### config.mk
export PLATFORM = sky130hd
export DESIGN_NAME = ssp_fifo_flags
export DESIGN_NICKNAME = d
export VERILOG_FILES = /design/src/rtl/ssp_flags_pkg.sv /design/src/rtl/ssp_sync_fifo.sv /design/src/rtl/ssp_rx_flags.sv /design/src/rtl/ssp_fifo_flags.sv
export SDC_FILE = /design/constraint.sdc
export NUM_CORES = 1
export LEC_CHECK = 0
export ABC_AREA = 1
export BUFFER_PORTS_ARGS = -buffer_cell sky130_fd_sc_hd__clkbuf_2
export CELL_PAD_IN_SITES_DETAIL_PLACEMENT = 0
export CELL_PAD_IN_SITES_GLOBAL_PLACEMENT = 1
export CORE_AREA = 2 2 288 290
export DETAILED_ROUTE_END_ITERATION = 8
export DIE_AREA = 0 0 290 292
export PLACE_DENSITY = 0.65
export SYNTH_ARGS = -nofsm -noshare
export SYNTH_HDL_FRONTEND = slang
export SYNTH_SLANG_ARGS = --single-unit
### constraint.sdc
create_clock -name clk -period 3.1 [get_ports clk]
set_input_delay 0 -clock clk [delete_from_list [all_inputs] [get_ports clk]]
set_output_delay 0 -clock clk [all_outputs]
set_load 0.01 [all_outputs]
### src/rtl/ssp_flags_pkg.sv
package ssp_flags_pkg;
  localparam int unsigned FLAG_W = 6;

  // Field order fixes the bit positions: last field is bit 0.
  typedef struct packed {
    logic tx_undf;   // bit 5
    logic tx_full;   // bit 4
    logic rx_empty;  // bit 3
    logic resid_b;   // bit 2
    logic resid_a;   // bit 1
    logic rx_ovf;    // bit 0
  } flag_vec_t;
endpackage

### src/rtl/ssp_sync_fifo.sv
module ssp_sync_fifo #(
  parameter int unsigned DEPTH = 16,
  parameter int unsigned WIDTH = 16
) (
  input  logic             clk,
  input  logic             rst_n,
  input  logic             push,
  input  logic [WIDTH-1:0] push_data,
  input  logic             pop,
  output logic [WIDTH-1:0] pop_data,
  output logic             empty,
  output logic             full
);
  localparam int unsigned AW = (DEPTH > 1) ? $clog2(DEPTH) : 1;
  localparam int unsigned CW = $clog2(DEPTH + 1);
  localparam logic [AW-1:0] LAST = AW'(DEPTH - 1);

  logic [WIDTH-1:0] mem [DEPTH];
  logic [AW-1:0]    wr_q, wr_d, rd_q, rd_d;
  logic [CW-1:0]    cnt_q, cnt_d;
  logic             push_ok, pop_ok;

  assign empty   = (cnt_q == '0);
  assign full    = (cnt_q == CW'(DEPTH));
  assign push_ok = push & ~full;
  assign pop_ok  = pop & ~empty;
  assign pop_data = empty ? '0 : mem[rd_q];

  always_comb begin
    wr_d  = wr_q;
    rd_d  = rd_q;
    cnt_d = cnt_q;
    if (push_ok) wr_d = (wr_q == LAST) ? '0 : wr_q + 1'b1;
    if (pop_ok)  rd_d = (rd_q == LAST) ? '0 : rd_q + 1'b1;
    case ({push_ok, pop_ok})
      2'b10:   cnt_d = cnt_q + 1'b1;
      2'b01:   cnt_d = cnt_q - 1'b1;
      default: cnt_d = cnt_q;
    endcase
  end

  always_ff @(posedge clk or negedge rst_n) begin
    if (!rst_n) begin
      wr_q  <= '0;
      rd_q  <= '0;
      cnt_q <= '0;
    end else begin
      wr_q  <= wr_d;
      rd_q  <= rd_d;
      cnt_q <= cnt_d;
    end
  end

  always_ff @(posedge clk) begin
    if (push_ok) mem[wr_q] <= push_data;
  end


  fifo_full_drop_chk: assert property (@(posedge clk) disable iff (!rst_n)
    push && full && !pop |=> full && $stable(rd_q));

  fifo_empty_pop_chk: assert property (@(posedge clk) disable iff (!rst_n)
    pop && empty && !push |=> empty && $stable(rd_q));

  fifo_flag_excl_chk: assert property (@(posedge clk) disable iff (!rst_n)
    !(empty && full));
endmodule

### src/rtl/ssp_rx_flags.sv
module ssp_rx_flags #(
  parameter int unsigned DIS_TICKS = 2
) (
  input  logic clk,
  input  logic rst_n,
  input  logic rx_enable,
  input  logic ser_tick,
  input  logic push_req,
  input  logic fifo_full,
  input  logic fifo_empty,
  input  logic ovf_clr_wr,
  input  logic resid_set,
  input  logic resid_push,
  input  logic frame_sync,
  output logic rx_active,
  output logic rx_ovf,
  output logic resid_a,
  output logic resid_b
);
  localparam int unsigned TW = $clog2(DIS_TICKS + 1);
  localparam logic [TW-1:0] TLAST = TW'(DIS_TICKS - 1);

  logic          on_q, on_d;
  logic [TW-1:0] tcnt_q, tcnt_d;
  logic          ovf_d, ra_d, rb_d;
  logic          ovf_q, ra_q, rb_q;

  assign rx_active = rx_enable | on_q;
  assign rx_ovf    = ovf_q;
  assign resid_a   = ra_q;
  assign resid_b   = rb_q;

  always_comb begin
    on_d   = on_q;
    tcnt_d = tcnt_q;
    if (rx_enable) begin
      on_d   = 1'b1;
      tcnt_d = '0;
    end else if (on_q && ser_tick) begin
      if (tcnt_q == TLAST) begin
        on_d   = 1'b0;
        tcnt_d = '0;
      end else begin
        tcnt_d = tcnt_q + 1'b1;
      end
    end
  end

  always_comb begin
    ovf_d = ovf_q;
    if (rx_active && push_req && fifo_full) ovf_d = 1'b1;
    else if (!rx_active)                    ovf_d = 1'b0;
    else if (ovf_clr_wr && fifo_empty)      ovf_d = 1'b0;

    ra_d = ra_q;
    rb_d = rb_q;
    if (resid_set) begin
      ra_d = 1'b1;
      rb_d = 1'b1;
    end else begin
      if (frame_sync || resid_push) ra_d = 1'b0;
      if (frame_sync)               rb_d = 1'b0;
    end
  end

  always_ff @(posedge clk or negedge rst_n) begin
    if (!rst_n) begin
      on_q   <= 1'b0;
      tcnt_q <= '0;
      ovf_q  <= 1'b0;
      ra_q   <= 1'b0;
      rb_q   <= 1'b0;
    end else begin
      on_q   <= on_d;
      tcnt_q <= tcnt_d;
      ovf_q  <= ovf_d;
      ra_q   <= ra_d;
      rb_q   <= rb_d;
    end
  end


  ovf_set_chk: assert property (@(posedge clk) disable iff (!rst_n)
    rx_active && push_req && fifo_full |=> rx_ovf);

  ovf_keep_chk: assert property (@(posedge clk) disable iff (!rst_n)
    rx_ovf && !fifo_empty && rx_enable |=> rx_ovf);

  ovf_dead_chk: assert property (@(posedge clk) disable iff (!rst_n)
    !rx_active |=> !rx_ovf);

  resid_sync_chk: assert property (@(posedge clk) disable iff (!rst_n)
    frame_sync && !resid_set |=> !resid_a && !resid_b);

  resid_b_keep_chk: assert property (@(posedge clk) disable iff (!rst_n)
    resid_b && !frame_sync |=> resid_b);
endmodule

### src/rtl/ssp_fifo_flags.sv
module ssp_fifo_flags
  import ssp_flags_pkg::*;
#(
  parameter int unsigned DEPTH     = 16,
  parameter int unsigned WIDTH     = 16,
  parameter int unsigned RESID_W   = 8,
  parameter int unsigned DIS_TICKS = 2,
  parameter int unsigned STAT_W    = 32
) (
  input  logic              clk,
  input  logic              rst_n,
  input  logic              rx_enable,
  input  logic              ser_tick,
  input  logic              rx_push,
  input  logic              rx_resid_push,
  input  logic [WIDTH-1:0]  rx_push_data,
  input  logic              rx_resid_set,
  input  logic              rx_frame_sync,
  input  logic              host_rx_pop,
  output logic [WIDTH-1:0]  host_rx_data,
  input  logic              host_tx_push,
  input  logic [WIDTH-1:0]  host_tx_data,
  input  logic              tx_pop,
  output logic [WIDTH-1:0]  tx_pop_data,
  input  logic              ovf_clr_wr,
  output logic [STAT_W-1:0] status
);
  logic             rx_active, rx_any_push, rx_fifo_push;
  logic [WIDTH-1:0] rx_wdata;
  logic             rx_empty, rx_full, tx_empty, tx_full;
  logic             rx_ovf, resid_a, resid_b;
  logic             undf_q, undf_d;
  flag_vec_t        flags;

  assign rx_any_push  = rx_push | rx_resid_push;
  assign rx_fifo_push = rx_active & rx_any_push;
  assign rx_wdata     = rx_resid_push ? {{(WIDTH-RESID_W){1'b0}}, rx_push_data[RESID_W-1:0]}
                                      : rx_push_data;

  ssp_sync_fifo #(.DEPTH(DEPTH), .WIDTH(WIDTH)) u_rx_fifo (
    .clk(clk), .rst_n(rst_n),
    .push(rx_fifo_push), .push_data(rx_wdata),
    .pop(host_rx_pop), .pop_data(host_rx_data),
    .empty(rx_empty), .full(rx_full)
  );

  ssp_sync_fifo #(.DEPTH(DEPTH), .WIDTH(WIDTH)) u_tx_fifo (
    .clk(clk), .rst_n(rst_n),
    .push(host_tx_push), .push_data(host_tx_data),
    .pop(tx_pop), .pop_data(tx_pop_data),
    .empty(tx_empty), .full(tx_full)
  );

  ssp_rx_flags #(.DIS_TICKS(DIS_TICKS)) u_rx_flags (
    .clk(clk), .rst_n(rst_n),
    .rx_enable(rx_enable), .ser_tick(ser_tick),
    .push_req(rx_any_push), .fifo_full(rx_full), .fifo_empty(rx_empty),
    .ovf_clr_wr(ovf_clr_wr),
    .resid_set(rx_resid_set), .resid_push(rx_resid_push & rx_active),
    .frame_sync(rx_frame_sync),
    .rx_active(rx_active), .rx_ovf(rx_ovf),
    .resid_a(resid_a), .resid_b(resid_b)
  );

  always_comb begin
    undf_d = undf_q;
    if (host_tx_push)           undf_d = 1'b0;
    else if (tx_pop && tx_empty) undf_d = 1'b1;
  end

  always_ff @(posedge clk or negedge rst_n) begin
    if (!rst_n) undf_q <= 1'b0;
    else        undf_q <= undf_d;
  end

  always_comb begin
    flags.tx_undf  = undf_q;
    flags.tx_full  = tx_full;
    flags.rx_empty = rx_empty;
    flags.resid_b  = resid_b;
    flags.resid_a  = resid_a;
    flags.rx_ovf   = rx_ovf;
    status = {{(STAT_W-FLAG_W){1'b0}}, flags};
  end


  tx_undf_set_chk: assert property (@(posedge clk) disable iff (!rst_n)
    tx_pop && tx_empty && !host_tx_push |=> status[5]);

  tx_undf_clr_chk: assert property (@(posedge clk) disable iff (!rst_n)
    host_tx_push |=> !status[5]);

  stat_upper_zero_chk: assert property (@(posedge clk) disable iff (!rst_n)
    status[STAT_W-1:FLAG_W] == '0);
endmodule

# Word-level counts from Yosys, hierarchy flattened
# Memories as Yosys holds them, arrays and structs flattened.
# Index checks and enable logic that the tools add are counted.
classes:
  bitwise_logic: 12
  n_mux: 28
  addsub: 9
  n_eq_ne: 12
  n_reduce_logical: 16
ops:
  columns: ["cell", "count"]
  rows:
  - ["$mux W16", 3]
  - ["$pmux W5 S2", 2]
  - ["$add A4 B1 Y4 const B", 4]
  - ["$eq A4 B4 Y1 const B", 4]
  - ["$mux W1", 16]
  - ["$mux W4", 4]
  - ["$reduce_bool A2 Y1", 7]
  - ["$add A5 B1 Y5 const B", 2]
  - ["$eq A5 B5 Y1 const B", 2]
  - ["$logic_not A5 Y1", 2]
  - ["$sub A5 B1 Y5 const B", 2]
  - ["$and A1 B1 Y1", 6]
  - ["$eq A2 B1 Y1 const B", 3]
  - ["$mux W2", 3]
  - ["$logic_and A1 B1 Y1", 5]
  - ["$eq A2 B2 Y1 const B", 2]
  - ["$not A1 Y1", 4]
  - ["$ne A3 B1 Y1 const B", 1]
  - ["$add A2 B1 Y2 const B", 1]
  - ["$or A1 B1 Y1", 2]
  - ["$reduce_and A2 Y1", 1]
  - ["$logic_or A1 B1 Y1", 1]
totals:
  wordCells: 91
  out_inout_bits: 64
  mem_count: 2
  ram_bits: 512
  regBits: 33
mem_list:
  columns: ["memory", "depth", "word_bits", "rd", "rd_ports_with_merged_regs", "wr", "line_no", "text"]
  rows:
  - ["u_rx_fifo.mem", 16, 16, 1, 0, 1, "ssp_sync_fifo.sv:18", "logic [WIDTH-1:0] mem [DEPTH];"]
  - ["u_tx_fifo.mem", 16, 16, 1, 0, 1, "ssp_sync_fifo.sv:18", null]

# Logic depth before layout (Yosys ltp)
# Gate-level depths: netlist of the first run.
depth:
  depth_word: 5
  mapped_depth: 16
  depth_no_buf: 15

# Hierarchy
# A second synthesis of the first run with hierarchy kept.
unflattened:
  hier_cells: 2061
  hier_area_um2: 22989.5
modules_own_cells:
  columns: ["mod", "area_each_um2", "cells_per_inst", "n_inst"]
  rows:
  - ["ssp_sync_fifo", 11187.0, 987, 2]
  - ["ssp_fifo_flags", 374.1, 58, 1]
  - ["ssp_rx_flags", 241.5, 29, 1]

# Worst setup path after synthesis of the first run
# OpenSTA, ideal clock, no wires.
synth_path:
  kind: "register to register"
  start: "register u_tx_fifo.cnt_q[1]"
  end: "register u_tx_fifo.cnt_q[4]"
  stages_incl_launch_ff: 15
  setup_slack_ns: 0.959
  arrival_time_ns: 2.024
  period_less_slack_ns: 2.141
  cell_sequence: "dfrtp_1 > nor2_1 > nand3_1 > o21ai_2 > ha_1 > clkbuf_1 > nand2_1 > inv_1 > nor2_1 > ha_1 > a21o_1 > nand3_1 > nand3_1 > nand3_1 > nand2_1"
synth_between:
  elab_chain_len: 5
  elab_cells_between_ends: 12
synth_rtl:
  columns: ["item", "line_no", "text"]
  rows:
  - ["start, declared", "ssp_sync_fifo.sv:20", "logic [CW-1:0] cnt_q, cnt_d;"]
  - ["start signal, assigned", "ssp_sync_fifo.sv:50", "cnt_q <= cnt_d;"]
  - ["$eq A5 B5 Y1 or $logic_not A5 Y1 (tied branches)", "ssp_sync_fifo.sv:24, ssp_sync_fifo.sv:23", null]
  - ["$not A1 Y1, on equally long branches", "ssp_sync_fifo.sv:25, ssp_sync_fifo.sv:26", null]
  - ["$and A1 B1 Y1, on equally long branches", "ssp_sync_fifo.sv:25, ssp_sync_fifo.sv:26", null]
  - ["$eq A2 B1 Y1 or $eq A2 B2 Y1 (tied branches)", "ssp_sync_fifo.sv:35", "case ({push_ok, pop_ok})"]
  - ["$pmux W5 S2 or $reduce_bool A2 Y1 (tied branches)", null, null]
# Several ways; a longest one is shown, not always the timed one.
# A chain may end at the register's enable or synchronous reset.

# Worst setup path after layout of the first run
layout_path:
  start: "register u_tx_fifo.rd_q[0]"
  end: "output tx_pop_data[1]"
layout_between:
  elab_chain_len: 2
layout_rtl:
  columns: ["item", "line_no", "text"]
  rows:
  - ["start, declared", "ssp_sync_fifo.sv:19", "logic [AW-1:0] wr_q, wr_d, rd_q, rd_d;"]
  - ["start signal, assigned", "ssp_sync_fifo.sv:49", "rd_q <= rd_d;"]
  - ["$mem_v2 Z16 W16", null, null]
  - ["$mux W16", "ssp_sync_fifo.sv:27", "assign pop_data = empty ? '0 : mem[rd_q];"]
  - ["end, declared", "ssp_fifo_flags.sv:24", "output logic [WIDTH-1:0] tx_pop_data,"]
# No other way between the ends.

==> results of run 1 <==
## Yosys cell counts
cell	n	area, µm²
ha_1	17	212.7
nand2_1	925	3472
o32ai_1	1	8.760
buf_4	33	247.7
a21oi_2	10	87.58
nand4_1	5	31.28
o21ai_2	1	8.760
buf_1	14	52.55
o21bai_1	1	7.510
nand3_1	284	1421
nor2_2	1	6.260
a21oi_1	27	135.1
conb_1	1	3.750
a21o_1	3	22.52
inv_2	7	26.28
a31o_2	1	8.760
clkinv_1	6	22.52
nand3b_1	1	7.510
edfxtp_1	512	15370
clkbuf_1	20	75.07
o21ai_0	19	95.09
a41oi_1	1	8.760
buf_2	67	335.3
inv_1	393	1475
dfrtp_1	33	825.8
nor2_1	55	206.5
xnor2_1	5	43.79
xor2_1	8	70.07
## state kept, by name (all words and copies together) (netlist names), 2 cells and up
| signal | count |
|---|---|
| u_rx_fifo.cnt_q | 5 |
| u_rx_fifo.mem | 256 |
| u_rx_fifo.rd_q | 4 |
| u_rx_fifo.wr_q | 4 |
| u_rx_flags.tcnt_q | 2 |
| u_tx_fifo.cnt_q | 5 |
| u_tx_fifo.mem | 256 |
| u_tx_fifo.rd_q | 4 |
| u_tx_fifo.wr_q | 4 |
## power by group through the flow
stage               clock, mW  combinational (mW)  sequential, mW
global placement            0                8.84            9.65
detailed placement          0                8.90            9.68
floorplan                   0                5.93            9.43
finish                   6.89                8.86            9.53
global route             7.37                9.93            9.62
CTS                      7.08                9.00            9.53
## routing by layer
| metal | track usage (%) | up-vias | wire, µm |
|---|---|---|---|
| li1 | - | 8021 | - |
| met2 | 23.84 | 304 | 28790 |
| met1 | 18.35 | 7637 | 26960 |
| met3 | 1.751 | 84 | 2214 |
| met5 | 0 | - | 0 |
| met4 | 3.963 | 0 | 1421 |
## timing repair
action / CTS / global route
hold buffers: 47 / 0
hold endpoints to repair: 565 / 0
buffers inserted: 0 / 0
## critical path, stage by stage (launching register included)
cell and delay, ns:
dfrtp_4 0.66, inv_4 0.29, buf_12 0.29, nand2_1 0.08
nand3_1 0.06, nand2_1 0.07, nand2_1 0.05, nand2_1 0.13
inv_1 0.05, a21oi_1 0.37, clkbuf_2 0.21
## final cells by class
type / count / area share [%]
inverter: 406 / 5.386
multi-input combinational: 1391 / 21.17
clock inverter: 43 / 1.335
sequential: 545 / 57.10
tap: 1070 / 4.716
clock buffer: 68 / 5.426
timing repair buffer: 182 / 4.866
## metrics by stage
step / worst slack, ns / hold slack (ns) / utilization, % / power (mW)
final: 0.2419 / 0.06207 / 34.80 / 25.28
after global routing: 0.03858 / 0.09538 / 34.80 / 26.92
after CTS: 0.1933 / 0.01599 / 34.80 / 25.62
after detailed placement: 0.6658 / 0.2087 / 31.87 / 18.59
after global placement: 0.6832 / 0.2006 / 31.87 / 18.49
after floorplan: 0.9586 / -0.2956 / - / 15.35
## worst paths after layout
| kind | from | to | slack [ns] | depth (start not counted) |
|---|---|---|---|---|
| worst max-delay path | u_tx_fifo.rd_q[0] | tx_pop_data[1] | 0.24 | 10 |
| worst min-delay path | rst_n | u_rx_fifo.rd_q[0] | 0.06 | 2 |
| worst max register to register | u_rx_fifo.cnt_q[2] | u_rx_fifo.cnt_q[4] | 0.69 | 12 |
| worst min register to register | u_rx_flags.tcnt_q[1] | u_rx_flags.tcnt_q[1] | 0.50 | 2 |
| max in group asynchronous | rst_n | u_tx_fifo.rd_q[0] | 2.22 | 2 |
| min in group clk | rx_resid_push | u_rx_fifo.mem[5][10] | 0.06 | 2 |
## logic make-up (layout without fill, tap and decap cells)
| group | Yosys count | in the layout | synth area share [%] |
|---|---|---|---|
| xor gates and xnor gates | 13 | 13 | 0.4687 |
| DFF | 545 | 545 | 66.69 |
| and+or+nand+nor | 1271 | 1271 | 21.18 |
| adders and majority gates | 17 | 17 | 0.8756 |
| other | 1 | 26 | 0.01544 |
| buffers and inverters | 540 | 699 | 9.199 |
| AOI/OAI and AO/OA | 64 | 64 | 1.576 |
==> flow_summary.ini, run 1 <==
[floorplan]
die_w_um = 290
initial_core_util_pct = 29.78
ios = 108
die_area_mm2 = 0.08468
core_mm2 = 0.08158
fp.dieH_um = 292
num_rows = 105

[timing]
relSlewSlack_pct = 19.10
maxSlewViolCount = 0
finClkSkew_ns = 0.05087
fin_crit_ns = 2.858
max_freq_mhz = 349.9
tns_ns = 0
post-route-period-util_pct = 92.20
worst_pin_slew_ns = 1.209
rsz0062_at_grt = false
setup-violations-final = 0
finalHoldViolations = 0

[power]
p_int_mw = 15.69
power_frac_comb_pct = 35.0
netSwitchingPower_mw = 9.586
power.leakage_nw = 12.33
ir_worst_vdd_mv = 0.4903
swShare_pct = 37.92
pwr-share-seq_pct = 37.7
p_per_area_mw_per_mm2 = 890.4
clkPwrFrac_pct = 27.3

[global_route]
globalRouteOverflowTotal = 0
grt_max_degree = 131
grt_pass1_vias = 15760
antenna_found_initial = 0
grt_use_total_pct = 13.86
grt_first_pass_wirelength_um = 91510

[cells_and_area]
seq_area_mm2 = 0.01621
final_common_cell = nand2_1
antenna_cells = 0
instances_no_fill = 3705
syn_to_final_growth_pct = 16.86
stdcell_area_mm2 = 0.02839
nets = 2646
multi_input_area_mm2 = 0.006010
nFillCells = 8055
layout_common_cells = nand2_1, edfxtp_1, inv_1
final_layout_size_suffix_gt1_share_pct = 10.74

[clock_network]
cts_tree = yes
numCtsBuffers = 59
clk_pin_slew_worst_paths_ns = 0.06
post_cts_resized = 0
root_buffer = clkbuf_16
htree_levels = 2
insertion_delay_ns = 0.64
clk_path_buf_depth = 3
cts_sinks = 545

[place]
placed_area_mm2 = 0.02600
portBuffers = 81
gp_congestion = 0.7686
dpl.cell_count = 3547
dp_hpwl_um = 34210

[critical_path]
path_class = reg2out
crit_path_end_kind = output pin
startpoint_type = flip-flop
critPathMaxFanout = 54
cp.required_ns = 3.10
arrival_ns = 2.86

[routing]
viasPerCell = 4.331
wirelength_um = 59390
drc = 0
wire_per_inst_um = 16.03
drt_iter0_drc = 1100
ant_nets = 0
num_vias = 16050
first_pass_iters = 5

[worst_hold_path]
worstHoldPathType = in2async

[synth]
yosysUniqueCellTypes = 28
syn-instance-count = 2451
avgSynthCellArea_um2 = 9.912
synth_warnings = 0
syn-cell-area_mm2 = 0.02429
ys_ff_latch = 545
ys_seq_area_share_pct = 66.69

[flow_run]
cap_viol_max_count = 0

[run_status]
status = complete, no violations
(Power assumes the default switching activity.)
==> run 2: changes to the inputs <==
--- a/config.mk
+++ b/config.mk
@@ -9,9 +9,9 @@
 export BUFFER_PORTS_ARGS = -buffer_cell sky130_fd_sc_hd__clkbuf_2
 export CELL_PAD_IN_SITES_DETAIL_PLACEMENT = 0
 export CELL_PAD_IN_SITES_GLOBAL_PLACEMENT = 1
-export CORE_AREA = 2 2 288 290
+export CORE_AREA = 2 2 406 207
 export DETAILED_ROUTE_END_ITERATION = 8
-export DIE_AREA = 0 0 290 292
+export DIE_AREA = 0 0 408 209
 export PLACE_DENSITY = 0.65
 export SYNTH_ARGS = -nofsm -noshare
 export SYNTH_HDL_FRONTEND = slang
==> constraint.sdc (replaced) <==
create_clock -name clk -period 3.1 [get_ports clk]
set_input_delay 0 -clock clk [delete_from_list [all_inputs] [get_ports clk]]
set_output_delay 0 -clock clk [all_outputs]
set_load 0.02 [all_outputs]
==> flow_summary.ini, run 2 (synthesis results as in run 1) <==
[routing]
drc = 0
wire_per_inst_um = 17.52
ant_nets = 0
drt_iter0_drc = 1565
first_pass_iters = 5
num_vias = 16430
viasPerCell = 4.378
wirelength_um = 65770

[power]
clkPwrFrac_pct = 25.5
ir_worst_vdd_mv = 0.5020
power_frac_comb_pct = 37.7
p_int_mw = 15.63
swShare_pct = 39.39
pwr-share-seq_pct = 36.8
power.leakage_nw = 12.31
p_per_area_mw_per_mm2 = 907.0
netSwitchingPower_mw = 10.16

[cells_and_area]
seq_area_mm2 = 0.01621
stdcell_area_mm2 = 0.02843
nFillCells = 8196
multi_input_area_mm2 = 0.006002
nets = 2656
reg_top3 = u_rx_fifo.mem: 256 flops, u_tx_fifo.mem: 256 flops
final_layout_size_suffix_gt1_share_pct = 10.42
syn_to_final_growth_pct = 17.02
layout_common_cells = nand2_1, edfxtp_1, inv_1
final_common_cell = nand2_1
antenna_cells = 0

[timing]
worst_pin_slew_ns = 1.184
finalHoldViolations = 0
finClkSkew_ns = 0.03044
rsz0062_at_grt = false
max_freq_mhz = 347.5
tns_ns = 0
relSlewSlack_pct = 20.77
post-route-period-util_pct = 92.84
setup-violations-final = 0
fin_crit_ns = 2.878
hold_slack_ns = 0.04108
maxSlewViolCount = 0

[clock_network]
cts_tree = yes
clk_path_buf_depth = 3
insertion_delay_ns = 0.62
root_buffer = clkbuf_16
htree_levels = 2
cts_sinks = 545
clk_pin_slew_worst_paths_ns = 0.06
numCtsBuffers = 52

[floorplan]
core_mm2 = 0.08230
fp.dieH_um = 209
ios = 108
initial_core_util_pct = 29.52
die_w_um = 408
num_rows = 75
die_area_mm2 = 0.08527

[global_route]
grt_pass1_vias = 15610
globalRouteOverflowTotal = 0
grt_max_degree = 67
antenna_found_initial = 2
grt_use_total_pct = 15.32
grt_first_pass_wirelength_um = 98970

[worst_hold_path]
hold_path_end = u_rx_fifo.mem[9][14]
min_from = rx_push_data[14]
whs_path_depth = 3
worstHoldPathType = in2reg

[critical_path]
critPathMaxFanout = 14
critPathSlowestCell = clkinv_1
critPathMaxStageDelay_ns = 0.70
r2r_cells = 13
regToRegStartpoint = u_tx_fifo.cnt_q[1]
arrival_ns = 2.88
cp.required_ns = 3.10
rrSetupSlack_ns = 0.71
crit_path_end_kind = output pin
r2r-end = u_tx_fifo.cnt_q[4]
startpoint_type = flip-flop
worst_path_dominant_cell_family = buffers and inverters
path_class = reg2out
path_buf_inv = 3
path_cells = inv_1, nand4_1, clkinv_1, a21oi_1, clkbuf_2

[place]
dp_hpwl_um = 41570
placed_area_mm2 = 0.02626
gp_congestion = 0.7879
portBuffers = 81

[run_status]
status = complete, no violations

[flow_run]
cap_viol_max_count = 0
-- run 2: worst reg2reg max path: cells and delay by family (launching register included) --
kind / cells / cell delay, ns
simple gates: 8 / 0.79
fa+ha+maj: 2 / 0.53
compound gates: 2 / 0.45
flops: 1 / 0.43
buf+inv: 1 / 0.08
-- run 2: repair_timing --
item / 4_1_cts / 5_1_grt
gates resized for setup: 0 / 1
setup endpoints to repair: 0 / 4
buffers inserted: 0 / 0
hold buffers: 43 / 0
endpoints found under the hold margin: 502 / 0
-- run 2: layout make-up --
cell class,count,area share [%]
inverter,406,5.387
sequential,545,57.02
clock buffer,76,5.180
tap,1116,4.912
clock inverter,21,0.9375
timing repair buffer,199,5.449
multi-input combinational,1391,21.11
-- run 2: per-layer routing --
layer / part of all wire [%] / vias to the layer above / wire length, µm / GRT usage [%]
li1: - / 8035 / - / -
met1: 53 / 7849 / 34610 / 24.94
met2: 39 / 474 / 25800 / 20.89
met3: 6.6 / 76 / 4363 / 2.537
met4: 1.5 / 0 / 1001 / 3.129
met5: 0 / - / 0 / 0
-- run 2: how the worst max path moves through the flow --
stage / from / endpoint / slack [ns] / cells after the start
detailed placement: u_tx_fifo.cnt_q[1] / u_tx_fifo.cnt_q[4] / 0.72 / 13
floorplan: u_tx_fifo.cnt_q[1] / u_tx_fifo.cnt_q[4] / 0.96 / 14
global placement: u_tx_fifo.cnt_q[1] / u_tx_fifo.cnt_q[4] / 0.58 / 14
global route: u_rx_fifo.rd_q[0] / host_rx_data[9] / 0.02 / 8
finish: u_rx_fifo.cnt_q[1] / host_rx_data[14] / 0.22 / 5
CTS: u_rx_fifo.rd_q[0] / host_rx_data[13] / 0.1 / 9
-- run 2: metrics by stage --
step / util, % / power, mW / cells / setup WS [ns]
floorplan: - / 15.74 / 2476 / 0.9586
global placement: 31.90 / 19.23 / 3614 / 0.5832
detailed placement: 31.90 / 19.33 / 3614 / 0.7231
CTS: 34.54 / 26.06 / 3754 / 0.09867
global route: 34.54 / 27.46 / 3754 / 0.01682
finish: 34.54 / 25.78 / 3754 / 0.2220
-- run 2: power by group through the flow --
| stage | Sequential (mW) | Combinational, mW | Clock (mW) |
|---|---|---|---|
| after floorplan | 9.43 | 6.32 | 0 |
| after detailed placement | 9.64 | 9.69 | 0 |
| after global placement | 9.60 | 9.63 | 0 |
| after CTS | 9.49 | 9.79 | 6.78 |
| after global routing | 9.57 | 10.8 | 7.07 |
| final | 9.49 | 9.72 | 6.58 |
==> run 3: changes to the inputs <==
--- a/config.mk
+++ b/config.mk
@@ -6,13 +6,14 @@
 export NUM_CORES = 1
 export LEC_CHECK = 0
 export ABC_AREA = 1
-export BUFFER_PORTS_ARGS = -buffer_cell sky130_fd_sc_hd__clkbuf_2
 export CELL_PAD_IN_SITES_DETAIL_PLACEMENT = 0
 export CELL_PAD_IN_SITES_GLOBAL_PLACEMENT = 1
 export CORE_AREA = 2 2 406 207
+export CTS_BUF_LIST = sky130_fd_sc_hd__clkbuf_4
 export DETAILED_ROUTE_END_ITERATION = 8
 export DIE_AREA = 0 0 408 209
-export PLACE_DENSITY = 0.65
+export DONT_BUFFER_PORTS = 1
+export PLACE_DENSITY = 0.64
 export SYNTH_ARGS = -nofsm -noshare
 export SYNTH_HDL_FRONTEND = slang
 export SYNTH_SLANG_ARGS = --single-unit
==> flow_summary.ini, run 3 (synthesis results as in run 1) <==
[routing]
drc = 0
num_vias = 17170
viasPerCell = 4.439
first_pass_iters = 5
wirelength_um = 66710
wire_per_inst_um = 17.25
ant_nets = 0
drt_iter0_drc = 1747

[timing]
max_freq_mhz = 331.6
rsz0062_at_grt = true
setup-violations-final = 0
fin_crit_ns = 3.016
post-route-period-util_pct = 97.28
maxSlewViolCount = 0
relSlewSlack_pct = 21.52
finClkSkew_ns = 0.03829
finalHoldViolations = 0
worst_pin_slew_ns = 1.173

[clock_network]
htree_levels = 4
numCtsBuffers = 138
cts_sinks = 545
clk_pin_slew_worst_paths_ns = 0.07
root_buffer = clkbuf_4
cts_tree = yes
insertion_delay_ns = 1.06
clk_path_buf_depth = 3

[power]
power.leakage_nw = 12.44
ir_worst_vdd_mv = 0.6524
power_mw = 25.39
p_per_area_mw_per_mm2 = 885.7

[critical_path]
path_cells = inv_16, buf_4, nand2_1, nand2_1, nand2_1, nand3_1, nand3_1, a21oi_1, buf_4, buf_4
startpoint_type = flip-flop
path_buf_inv = 4
cp.required_ns = 3.10
crit_path_end_kind = output pin
worst_path_dominant_cell_family = buffers and inverters
arrival_ns = 3.02
critPathMaxFanout = 64
critPathMaxStageDelay_ns = 0.57
path_class = reg2out
critPathSlowestCell = dfrtp_4

[cells_and_area]
final_layout_size_suffix_gt1_share_pct = 12.84
nets = 2718
syn_to_final_growth_pct = 18.00
final_common_cell = nand2_1
nFillCells = 8269
layout_common_cells = nand2_1, edfxtp_1, inv_1
stdcell_area_mm2 = 0.02867
reg_top3 = u_rx_fifo.mem: 256 flops, u_tx_fifo.mem: 256 flops
final_core_util_pct = 34.83

[global_route]
antenna_found_initial = 5
grt_first_pass_wirelength_um = 100100
grt_pass1_vias = 16340
grt_max_degree = 131
globalRouteOverflowTotal = 0
grt_use_total_pct = 15.64

[floorplan]
fp.dieH_um = 209
core_mm2 = 0.08230
ios = 108
initial_core_util_pct = 29.52
num_rows = 75
die_area_mm2 = 0.08527
die_w_um = 408

[place]
gp_congestion = 0.8300
placed_area_mm2 = 0.02580
portBuffers = 0
dp_hpwl_um = 40540

[run_status]
status = complete, no violations

[worst_hold_path]
worstHoldPathType = in2async

[flow_run]
cap_viol_max_count = 0
## run 3: changes by cell type in the layout (fill, tap and decap cells not counted), sizes merged
cell / previous run / this run
buf: 75 / 82
inv: 401 / 406
dlygate4sd3: 43 / 91
clkinv: 19 / 21
clkbuf: 157 / 197
clkinvlp: 2 / 4
diode: 0 / 9
## run 3: worst paths after layout
check / start / endpoint / slack (ns) / depth (start not counted)
hold / removal: rst_n / u_rx_flags.resid_a / 0.15 / 4
min in group clk: rx_resid_set / u_rx_flags.resid_a / 0.18 / 3
setup / recovery: u_rx_fifo.rd_q[0] / host_rx_data[11] / 0.08 / 10
hold reg to reg: u_rx_flags.tcnt_q[1] / u_rx_flags.tcnt_q[1] / 0.53 / 2
setup reg to reg: u_rx_fifo.cnt_q[2] / u_rx_fifo.cnt_q[4] / 0.24 / 14
max in group asynchronous: rst_n / u_rx_fifo.rd_q[0] / 2.68 / 4
## run 3: layout make-up
type / instances / area [µm²] / area share, %
Sequential cell: 545 / 16210 / 56.55
Multi-Input combinational cell: 1391 / 6033 / 21.05
Timing Repair Buffer: 174 / 1698 / 5.923
Inverter: 406 / 1568 / 5.469
Clock buffer: 196 / 1471 / 5.133
Tap cell: 1116 / 1396 / 4.871
Clock inverter: 29 / 256.5 / 0.8948
Antenna cell: 9 / 22.52 / 0.07857
Timing Repair inverter: 1 / 8.758 / 0.03055
## run 3: repair_timing
action / in CTS / in global routing
hold endpoints to repair: 857 / 0
hold buffers: 93 / 0
gates resized for setup: 23 / 10
gates cloned: 1 / 1
pin swaps: 0 / 1
setup buffers: 1 / 1
setup endpoints to repair: 32 / 16
## run 3: power breakdown
| group | switching, mW | leakage (nW) | internal [mW] | total [mW] |
|---|---|---|---|---|
| registers | 0.447 | 5.04 | 9.02 | 9.47 |
| logic | 6.77 | 6.36 | 2.76 | 9.54 |
| clock network | 3.08 | 1.03 | 3.30 | 6.38 |
## run 3: worst reg2reg max path, stage by stage (launching register included)
cell,delay [ns]
dfrtp_1,0.42
nor2_1,0.18
nand4_1,0.18
nand2_1,0.09
dlygate4sd3_1,0.56
inv_2,0.09
ha_1,0.32
xor2_1,0.25
ha_1,0.19
a21o_1,0.12
nand3_1,0.11
nand2_1,0.09
nand2_1,0.05
nand3_1,0.06
nand2_1,0.05
## run 3: per-layer routing
metal  track usage [%]  routed length [µm]  vias to the layer above
met1             23.96               34180                     8268
met4             6.641                1546                        0
met2             20.75               26550                      525
met3             3.644                4427                      119
li1                  -                   -                     8254
met5                 0                   0                        -
## run 3: metrics by stage
| step | hold slack [ns] | worst slack, ns | TNS (ns) | std cells |
|---|---|---|---|---|
| 6_report | 0.1485 | 0.08424 | 0 | 3867 |
| 5_1_grt | 0.1319 | -0.1454 | -0.1873 | 3863 |
| 4_1_cts | 0.02364 | -0.08379 | -0.1348 | 3856 |
| 3_5_place_dp | -0.2942 | 0.7233 | 0 | 3536 |
| 3_3_place_gp | -0.2941 | 0.7114 | 0 | 3536 |
| 2_1_floorplan | -0.2956 | 0.9586 | 0 | 2476 |
